### config.mk
export PLATFORM = sky130hd
export DESIGN_NAME = ebus_bytesel_writer
export DESIGN_NICKNAME = d
export VERILOG_FILES = /design/src/rtl/ebw_pkg.sv /design/src/rtl/ebw_sequencer.sv /design/src/rtl/ebw_capture.sv /design/src/rtl/ebw_pindrive.sv /design/src/rtl/ebus_bytesel_writer.sv
export SDC_FILE = /design/constraint.sdc
export NUM_CORES = 1
export LEC_CHECK = 0
export ABC_AREA = 1
export ABC_CLOCK_PERIOD_IN_PS = 1300
export BUFFER_PORTS_ARGS = -buffer_cell sky130_fd_sc_hd__buf_2
export CAP_MARGIN = 0
export CORE_MARGIN = 1
export CORE_UTILIZATION = 43
export DETAILED_ROUTE_END_ITERATION = 7
export PLACE_DENSITY = 0.86
export SLEW_MARGIN = 10
export SYNTH_ARGS = -nofsm -noshare
export SYNTH_HDL_FRONTEND = slang
export SYNTH_SLANG_ARGS = --single-unit
### constraint.sdc
create_clock -name clk -period 1.3 [get_ports clk]
set_input_delay 0.26 -clock clk [delete_from_list [all_inputs] [get_ports clk]]
set_output_delay 0.26 -clock clk [all_outputs]
set_load 0.05 [all_outputs]
### src/rtl/ebw_pkg.sv
package ebw_pkg;

    // Transaction phases, in bus order
    typedef enum logic [2:0] {
        ST_IDLE  = 3'd0,
        ST_ADDR  = 3'd1,
        ST_HOLD  = 3'd2,
        ST_WRITE = 3'd3,
        ST_TAIL  = 3'd4
    } ebw_state_e;

endpackage

### src/rtl/ebw_sequencer.sv
module ebw_sequencer
    import ebw_pkg::*;
(
    input  logic       clk,
    input  logic       rst_n,
    input  logic       req_i,
    output ebw_state_e state_o,
    output logic       accept_o
);

    typedef struct packed {
        ebw_state_e state;
    } seq_regs_t;

    seq_regs_t seq_d, seq_q;
    logic      accept;

    always_comb begin
        seq_d  = seq_q;
        accept = 1'b0;
        unique case (seq_q.state)
            ST_IDLE: begin
                if (req_i) begin
                    accept      = 1'b1;
                    seq_d.state = ST_ADDR;
                end
            end
            ST_ADDR:  seq_d.state = ST_HOLD;
            ST_HOLD:  seq_d.state = ST_WRITE;
            ST_WRITE: seq_d.state = ST_TAIL;
            ST_TAIL:  seq_d.state = ST_IDLE;
            default:  seq_d.state = ST_IDLE;
        endcase
    end

    always_ff @(posedge clk or negedge rst_n) begin
        if (!rst_n) begin
            seq_q.state <= ST_IDLE;
        end else begin
            seq_q <= seq_d;
        end
    end

    assign state_o  = seq_q.state;
    assign accept_o = accept;

endmodule

### src/rtl/ebw_capture.sv
module ebw_capture #(
    parameter int PTR_W  = 21,
    parameter int DATA_W = 8
) (
    input  logic              clk,
    input  logic              rst_n,
    input  logic              accept_i,
    input  logic [PTR_W-1:0]  ptr_i,
    input  logic [DATA_W-1:0] data_i,
    output logic [PTR_W-1:0]  ptr_o,
    output logic [DATA_W-1:0] data_o
);

    typedef struct packed {
        logic [PTR_W-1:0]  ptr;
        logic [DATA_W-1:0] data;
    } cap_regs_t;

    cap_regs_t cap_d, cap_q;

    always_comb begin
        cap_d = cap_q;
        if (accept_i) begin
            cap_d.ptr  = ptr_i;
            cap_d.data = data_i;
        end
    end

    always_ff @(posedge clk or negedge rst_n) begin
        if (!rst_n) begin
            cap_q <= '0;
        end else begin
            cap_q <= cap_d;
        end
    end

    assign ptr_o  = cap_q.ptr;
    assign data_o = cap_q.data;

endmodule

### src/rtl/ebw_pindrive.sv
module ebw_pindrive
    import ebw_pkg::*;
#(
    parameter int PTR_W  = 21,
    parameter int AD_W   = 16,
    parameter int DATA_W = 8
) (
    input  ebw_state_e              state_i,
    input  logic [PTR_W-1:0]        ptr_i,
    input  logic [DATA_W-1:0]       data_i,
    output logic [AD_W-1:0]         ad_o,
    output logic                    ad_oe_o,
    output logic [PTR_W-AD_W-2:0]   addr_hi_o,
    output logic                    ale_o,
    output logic                    wrh_n_o,
    output logic                    wrl_n_o,
    output logic                    oe_n_o,
    output logic                    ba0_o,
    output logic                    ub_n_o,
    output logic                    lb_n_o,
    output logic                    busy_o,
    output logic                    done_o
);

    localparam int LANES  = AD_W / DATA_W;
    localparam int WADR_W = PTR_W - 1;
    localparam int HI_W   = WADR_W - AD_W;

    logic [AD_W-1:0]   data_rep;
    logic [WADR_W-1:0] word_addr;
    logic              busy;
    logic              addr_phase;
    logic              lane_hi;

    // Copy the byte onto every lane of the bus
    generate
        for (genvar g = 0; g < LANES; g++) begin : g_lane
            assign data_rep[g*DATA_W +: DATA_W] = data_i;
        end
    endgenerate

    assign word_addr = ptr_i[PTR_W-1:1];
    assign lane_hi   = ptr_i[0];

    always_comb begin
        busy       = (state_i != ST_IDLE);
        addr_phase = (state_i == ST_ADDR) || (state_i == ST_HOLD);

        ad_oe_o   = busy;
        ad_o      = '0;
        addr_hi_o = '0;
        if (busy) begin
            ad_o      = addr_phase ? word_addr[AD_W-1:0] : data_rep;
            addr_hi_o = word_addr[WADR_W-1:AD_W];
        end

        ale_o   = (state_i == ST_ADDR);
        wrh_n_o = !(state_i == ST_WRITE);
        wrl_n_o = 1'b1;
        oe_n_o  = 1'b1;

        ba0_o  = busy && lane_hi;
        ub_n_o = !(busy && lane_hi);
        lb_n_o = !(busy && !lane_hi);

        busy_o = busy;
        done_o = (state_i == ST_TAIL);
    end

    logic unused_hi;
    assign unused_hi = (HI_W < 0);

endmodule

### src/rtl/ebus_bytesel_writer.sv
module ebus_bytesel_writer
    import ebw_pkg::*;
#(
    parameter int PTR_W  = 21,
    parameter int AD_W   = 16,
    parameter int DATA_W = 8
) (
    input  logic                   clk,
    input  logic                   rst_n,
    input  logic                   req_i,
    input  logic [PTR_W-1:0]       ptr_i,
    input  logic [DATA_W-1:0]      data_i,
    output logic                   busy_o,
    output logic                   done_o,
    output logic [AD_W-1:0]        ad_o,
    output logic                   ad_oe_o,
    output logic [PTR_W-AD_W-2:0]  addr_hi_o,
    output logic                   ale_o,
    output logic                   wrh_n_o,
    output logic                   wrl_n_o,
    output logic                   oe_n_o,
    output logic                   ba0_o,
    output logic                   ub_n_o,
    output logic                   lb_n_o
);

    localparam int HI_W = PTR_W - AD_W - 1;

    ebw_state_e        state;
    logic              accept;
    logic [PTR_W-1:0]  ptr_cap;
    logic [DATA_W-1:0] data_cap;

    ebw_sequencer u_seq (
        .clk      (clk),
        .rst_n    (rst_n),
        .req_i    (req_i),
        .state_o  (state),
        .accept_o (accept)
    );

    ebw_capture #(
        .PTR_W  (PTR_W),
        .DATA_W (DATA_W)
    ) u_cap (
        .clk      (clk),
        .rst_n    (rst_n),
        .accept_i (accept),
        .ptr_i    (ptr_i),
        .data_i   (data_i),
        .ptr_o    (ptr_cap),
        .data_o   (data_cap)
    );

    ebw_pindrive #(
        .PTR_W  (PTR_W),
        .AD_W   (AD_W),
        .DATA_W (DATA_W)
    ) u_pins (
        .state_i   (state),
        .ptr_i     (ptr_cap),
        .data_i    (data_cap),
        .ad_o      (ad_o),
        .ad_oe_o   (ad_oe_o),
        .addr_hi_o (addr_hi_o),
        .ale_o     (ale_o),
        .wrh_n_o   (wrh_n_o),
        .wrl_n_o   (wrl_n_o),
        .oe_n_o    (oe_n_o),
        .ba0_o     (ba0_o),
        .ub_n_o    (ub_n_o),
        .lb_n_o    (lb_n_o),
        .busy_o    (busy_o),
        .done_o    (done_o)
    );

endmodule

==> results.py, run 1 <==
metrics = {
    "outcome": {
        "status": "complete, but fails checks",
        "violations": "negative setup slack",
    },
    "setup_path": {
        "reg2reg_slack_ns": -0.50,
        "cp-start-kind": "flop",
        "r2r-end": "u_cap.ptr_o[15]",
        "crit_fanout": 8,
        "rr_worst_depth": 10,
        "end_kind": "primary output",
        "critical_path_class": "reg2out",
        "reg2reg_from": "u_seq.state_o[0]",
        "required_ns": 1.04,
        "critPathArrivalTime_ns": 1.83,
        "crit_path_start": "u_seq.state_o[0]",
    },
    "clock_network": {
        "cts_sinks": 32,
        "clk_latency_ns": 0.35,
        "cts_buffers": 5,
        "htreeDepth": 2,
        "cts_tree": "done",
        "path_clk_slew_ns": 0.11,
        "clock_path_buffers": 2,
        "clock-root-buffer": "clkbuf_4",
    },
    "worst_hold_path": {
        "worst_hold_path_type": "in2reg",
        "min_to": "u_cap.data_o[4]",
        "hp-start": "data_i[4]",
        "hold_depth": 3,
    },
    "placement": {
        "place.port_buffers": 59,
        "post-dp-hpwl_um": 2965,
        "gp_congestion": 0.8049,
    },
    "finish": {
        "areaGrowthSynthToFinish_pct": 92.38,
        "drive_gt1_share_pct": 62.24,
        "final_util_pct": 87.88,
        "fin_nets": 325,
        "antenna_cells": 0,
    },
    "logic_synthesis": {
        "synth_top_family_by_area": "simple AND/OR/NAND/NOR gates",
        "synth-simple-area-share_pct": 35.04,
        "synthDistinctLibCells": 17,
        "synth_common_cells": "nand2_1, nand3_1, dfrtp_1, a21oi_1, inv_1",
        "synth_compound_area_share_pct": 5.453,
        "post-synth-top-area-cell": "dfrtp_1",
        "synthXorXnorAreaFrac_pct": 0,
        "synth_area_leaders": "dfrtp_1, nand2_1, nand3_1, a21oi_1, inv_1",
        "async_flop_share_pct": 100.0,
        "synth_mux_area_share_pct": 0,
        "synth_top_area_share_pct": 51.32,
        "synth_top_flop_cell": "dfrtp_1",
        "syn_inst": 202,
        "ys_seq_area_share_pct": 51.32,
        "netlist_area_mm2": 0.001560,
        "ys_warn_count": 0,
        "synth_fa_ha_area_share_pct": 0,
        "synth_seq_cells": 32,
        "synth_edf_count": 0,
        "yosysMostFrequentCell": "nand2_1",
        "avgSynthCellArea_um2": 7.724,
    },
    "timing": {
        "setup_violations": 57,
        "slew_violations": 0,
        "worst_slack_ns": -0.7946,
        "post-route-min-period_ns": 2.095,
        "fin_skew_ns": 0.01473,
        "fmax_mhz": 477.4,
        "hold_viol": 0,
        "fin_crit_sh_pct": 161.1,
        "grt_setup_unrepaired": "yes",
    },
    "global_routing": {
        "grt_use_total_pct": 32.79,
        "grt_overflow_total": 0,
        "use_met3_pct": 6.434,
        "grt_max_degree": 33,
        "use_met2_pct": 60.16,
        "grtUsageMet1_pct": 37.40,
        "grt_pass1_wl_um": 9439,
        "antenna_found_initial": 0,
        "grt_pass1_vias": 1828,
        "grt-busiest-layer": "met2",
    },
    "drt": {
        "drcViolationCount": 0,
        "routed_via_density": 5.653,
        "first_pass_iters": 4,
        "drtIter0Drc": 128,
        "post_drt_wl_per_cell_um": 20.36,
        "final_antenna_net_count": 0,
        "drt-total-wl_um": 6924,
        "vias": 1922,
    },
    "floorplan": {
        "fp.dieH_um": 62.24,
        "die_area_mm2": 0.003873,
        "core_mm2": 0.003416,
        "start_util_pct": 45.68,
        "num_rows": 21,
        "io_pins": 62,
        "dieWidth_um": 62.24,
    },
    "job": {
        "cap_violations": 0,
    },
}
==> cells by family (layout without fill, tap and decap cells) <==
group | count (synthesis) | after routing
AND/OR/NAND/NOR | 125 | 127
flip-flops | 32 | 32
buffers and inverters | 27 | 116
AO/OA/AOI/OAI | 17 | 17
other | 1 | 2
==> cell type report <==
class	instances	area [um^2]
multi-input cells	146	1119
repair buffers	96	909.6
flip-flops and latches	32	804.5
fillers	163	414.1
clock buffers	8	58.81
well taps	46	57.56
inverters	12	52.55
==> cell usage in the layout (no fill, tap or decap) <==
cell           instances
clkbuf_1               2
nand2_8                3
dfrtp_2                3
buf_8                  6
buf_6                 37
a21oi_4               16
buf_2                 35
buf_12                 4
nor2_4                 2
nand3_2                7
dfrtp_1               29
nand3_1               28
dlygate4sd3_1          1
inv_2                  3
nor3_4                 2
buf_16                 2
nand3_4                5
clkbuf_4               5
nand2_2               28
nand2_4                7
nor2_2                 4
clkbuf_8               1
clkinvlp_4             2
conb_1                 2
inv_1                  7
buf_4                 11
nand2_1               41
o21ai_0                1
==> registers in the layout, indices dropped and copies added, names as in the netlist <==
register,count
u_cap.ptr_o,21
u_cap.data_o,8
u_seq.state_o,3
==> worst max path at each step <==
stage,end,depth (start not counted)
CTS,ad_o[2],7
global route,ad_o[4],6
floorplan,lb_n_o,4
finish,ad_o[7],6
detailed placement,ad_o[3],6
global placement,ad_o[3],6
==> per-layer routing <==
layer	vias up	part of all wire [%]	wire length [um]
met1	948	36	2525
met3	36	6.2	430
li1	827	-	-
met5	-	0	0
met4	0	5.3	366
met2	111	52	3601
==> stage by stage <==
| step | instances | hold WS, ns | setup WS (ns) | setup TNS (ns) | instance area [um^2] |
|---|---|---|---|---|---|
| 2_1_floorplan | 203 | -0.03559 | -0.4136 | -7.503 | 1812 |
| 3_3_place_gp | 311 | 0.2245 | -0.3599 | -17.05 | 2212 |
| 3_5_place_dp | 311 | 0.2252 | -0.4671 | -19.61 | 2212 |
| 4_1_cts | 335 | 0.1392 | -0.6603 | -24.65 | 2813 |
| 5_1_grt | 340 | 0.1550 | -0.8177 | -35.34 | 3002 |
| 6_report | 340 | 0.1476 | -0.7946 | -32.75 | 3002 |
==> worst max-delay path: stages (launching register included) <==
cell and delay (ns):
dfrtp_2 0.46, buf_6 0.14, nand3_4 0.20, nand2_8 0.19
nand2_1 0.14, a21oi_4 0.18, buf_6 0.18
==> what timing repair did <==
item | in CTS | in global routing
endpoints found under the hold margin | 32 | 0
setup buffers | 9 | 6
gates cloned | 6 | 0
setup endpoints to repair | 57 | 57
pin swaps | 8 | 7
hold buffers | 1 | 0
resized for setup | 98 | 48
Power of run 1 is not shown: default switching activity piles up to over one toggle a cycle in this logic, so the estimate is an artifact.
==> run 2: changes to the inputs <==
--- a/config.mk
+++ b/config.mk
@@ -11,6 +11,7 @@
 export CAP_MARGIN = 0
 export CORE_MARGIN = 1
 export CORE_UTILIZATION = 43
+export CTS_BUF_LIST = sky130_fd_sc_hd__clkbuf_8 sky130_fd_sc_hd__clkbuf_16
 export DETAILED_ROUTE_END_ITERATION = 7
 export PLACE_DENSITY = 0.86
 export SLEW_MARGIN = 10
==> run 2 against run 1 <==
  * Count of clock-buffer cells in the layout decreased by 2
  * Clock skew decreased by 0.00086 ns
  * Cell count increased by 1.8%
  * Die area unchanged
  * Sequential share of layout area decreased by 0.43 points
  * Non-clock buffer count increased by 5
  * The run still ends with negative setup slack left
  * Highest routed layer unchanged
  * Sequential cell count unchanged
  * Global-route usage increased by 0.98 points
  * Core utilization increased by 1.3 points
==> results.py, run 2 (synthesized netlist as in run 1, its figures left out) <==
metrics = {
    "outcome": {
        "status": "complete, but fails checks",
        "violations": "negative setup slack",
    },
    "global_routing": {
        "grt_use_total_pct": 33.77,
        "grt_max_degree": 33,
        "grt_pass1_vias": 1932,
        "antenna_found_initial": 1,
        "grt_pass1_wl_um": 9715,
        "grt_overflow_total": 0,
    },
    "setup_path": {
        "r2r-end": "u_cap.data_o[3]",
        "reg2reg_slack_ns": -0.54,
        "required_ns": 1.04,
        "cp_slowest_cell": "dfrtp_2",
        "crit_cells": 7,
        "setup.worst_path.end": "ad_o[8]",
        "cpMostUsedCell": "buf_6",
        "critical_path.max_stage_delay_ns": 0.49,
        "crit_fanout": 6,
        "end_kind": "primary output",
        "crit_path_start": "u_seq.state_o[0]",
        "reg2reg_from": "u_seq.state_o[0]",
        "crit_chain": "buf_6 -> nor3_4 -> buf_6 -> buf_12 -> buf_12 -> a21oi_4 -> buf_6",
        "cp_num_buf_inv": 5,
        "rr_worst_depth": 10,
        "cp_top_family": "buffers and inverters",
        "critical_path_class": "reg2out",
        "critPathArrivalTime_ns": 1.76,
        "cp-start-kind": "flop",
    },
    "timing": {
        "grt_setup_unrepaired": "yes",
        "setup_violations": 57,
        "fin_crit_sh_pct": 155.1,
        "post-route-min-period_ns": 2.017,
        "fmax_mhz": 495.9,
        "slew_violations": 0,
        "hold_viol": 0,
        "worst_slack_ns": -0.7167,
        "fin_skew_ns": 0.01387,
    },
    "drt": {
        "drcViolationCount": 0,
        "final_antenna_net_count": 0,
        "vias": 1995,
        "routed_via_density": 5.766,
        "drtIter0Drc": 188,
        "top_layer": "met4",
        "met1_length_um": 2449,
        "post_drt_wl_per_cell_um": 20.70,
        "wl_met2_um": 3567,
        "first_pass_iters": 4,
        "drt-total-wl_um": 7161,
        "wl_met3_um": 571,
    },
    "finish": {
        "final_cell_mix": "nand2_1, buf_6, buf_2, dfrtp_1, nand3_1",
        "areaGrowthSynthToFinish_pct": 95.19,
        "largest_register_ffs": 21,
        "final_util_pct": 89.16,
        "fin_nets": 330,
        "layout_commonest_cell": "nand2_1",
        "drive_gt1_share_pct": 58.19,
    },
    "clock_network": {
        "path_clk_slew_ns": 0.07,
        "cts_sinks": 32,
        "clk_latency_ns": 0.29,
        "htreeDepth": 2,
        "cts_buffers": 5,
        "cts_tree": "done",
        "clock_path_buffers": 2,
        "clock-root-buffer": "clkbuf_8",
    },
    "placement": {
        "post-dp-hpwl_um": 2965,
        "gp_congestion": 0.8049,
        "preCtsSetupSlack_ns": -0.4671,
        "place.port_buffers": 59,
    },
    "worst_hold_path": {
        "worst_hold_path_type": "in2reg",
        "hp-start": "ptr_i[5]",
    },
    "floorplan": {
        "num_rows": 21,
        "start_util_pct": 45.68,
        "io_pins": 62,
        "core_mm2": 0.003416,
        "die_area_mm2": 0.003873,
        "fp.dieH_um": 62.24,
        "dieWidth_um": 62.24,
    },
    "job": {
        "cap_violations": 0,
    },
}
## run 2: cell types whose count changed in the layout (fill, tap and decap cells not counted), moves of 3 or more
| cell | previous run | this run |
|---|---|---|
| buf_12 | 4 | 7 |
| buf_2 | 35 | 31 |
| buf_4 | 11 | 14 |
| clkbuf_4 | 5 | 0 |
| clkbuf_8 | 1 | 6 |
| nand2_1 | 41 | 53 |
| nand2_2 | 28 | 21 |
| nand2_4 | 7 | 3 |
## run 2: timing repair
action                                  4_1_cts  5_1_grt
hold buffers                                  1        0
endpoints found under the hold margin        32        0
pin swaps                                    11        0
endpoints found under the setup margin       57       57
resized for setup                            90       53
setup buffers                                 8       12
cloned                                        6        0
## run 2: worst min path at each step
stage | endpoint | slack [ns] | cells past startpoint
2_1_floorplan | u_cap.data_o[0] | -0.04 | 0
5_1_grt | u_cap.ptr_o[3] | 0.22 | 3
4_1_cts | u_cap.ptr_o[10] | 0.20 | 3
3_3_place_gp | u_cap.ptr_o[0] | 0.22 | 2
6_report | u_cap.ptr_o[5] | 0.21 | 3
3_5_place_dp | u_cap.ptr_o[0] | 0.23 | 2
## run 2: metal layers
metal / GRT usage (%) / vias up
met2: 58.38 / 154
li1: - / 838
met3: 6.066 / 51
met1: 38.07 / 952
met4: 22.09 / 0
met5: 0 / -
## run 2: worst reg2reg max path: cells and delay by family (launching register included)
kind	cells	cell delay [ns]
AND/OR/NAND/NOR	4	0.43
flip-flops	1	0.49
buffers and inverters	6	0.81
## run 2: per-stage QoR
stage	setup TNS (ns)	hold WS [ns]	instances	cell area [um^2]
2_1_floorplan	-7.503	-0.03559	203	1812
3_3_place_gp	-17.05	0.2245	311	2212
3_5_place_dp	-19.61	0.2252	311	2212
4_1_cts	-23.57	0.1966	334	2799
5_1_grt	-34.37	0.2226	346	3045
6_report	-32.11	0.2137	346	3045
## run 2: cell type report
type                            count  area, um^2
Sequential cell                    32       803.3
Clock inverter                      2       7.507
Multi-Input combinational cell    146        1042
Timing Repair Buffer              101       997.2
Inverter                           12       52.55
Antenna cell                        1       2.502
Fill cell                         156       370.4
Tap cell                           46       57.56
Clock buffer                        6       82.58
Power of run 2 is left out for the same reason.
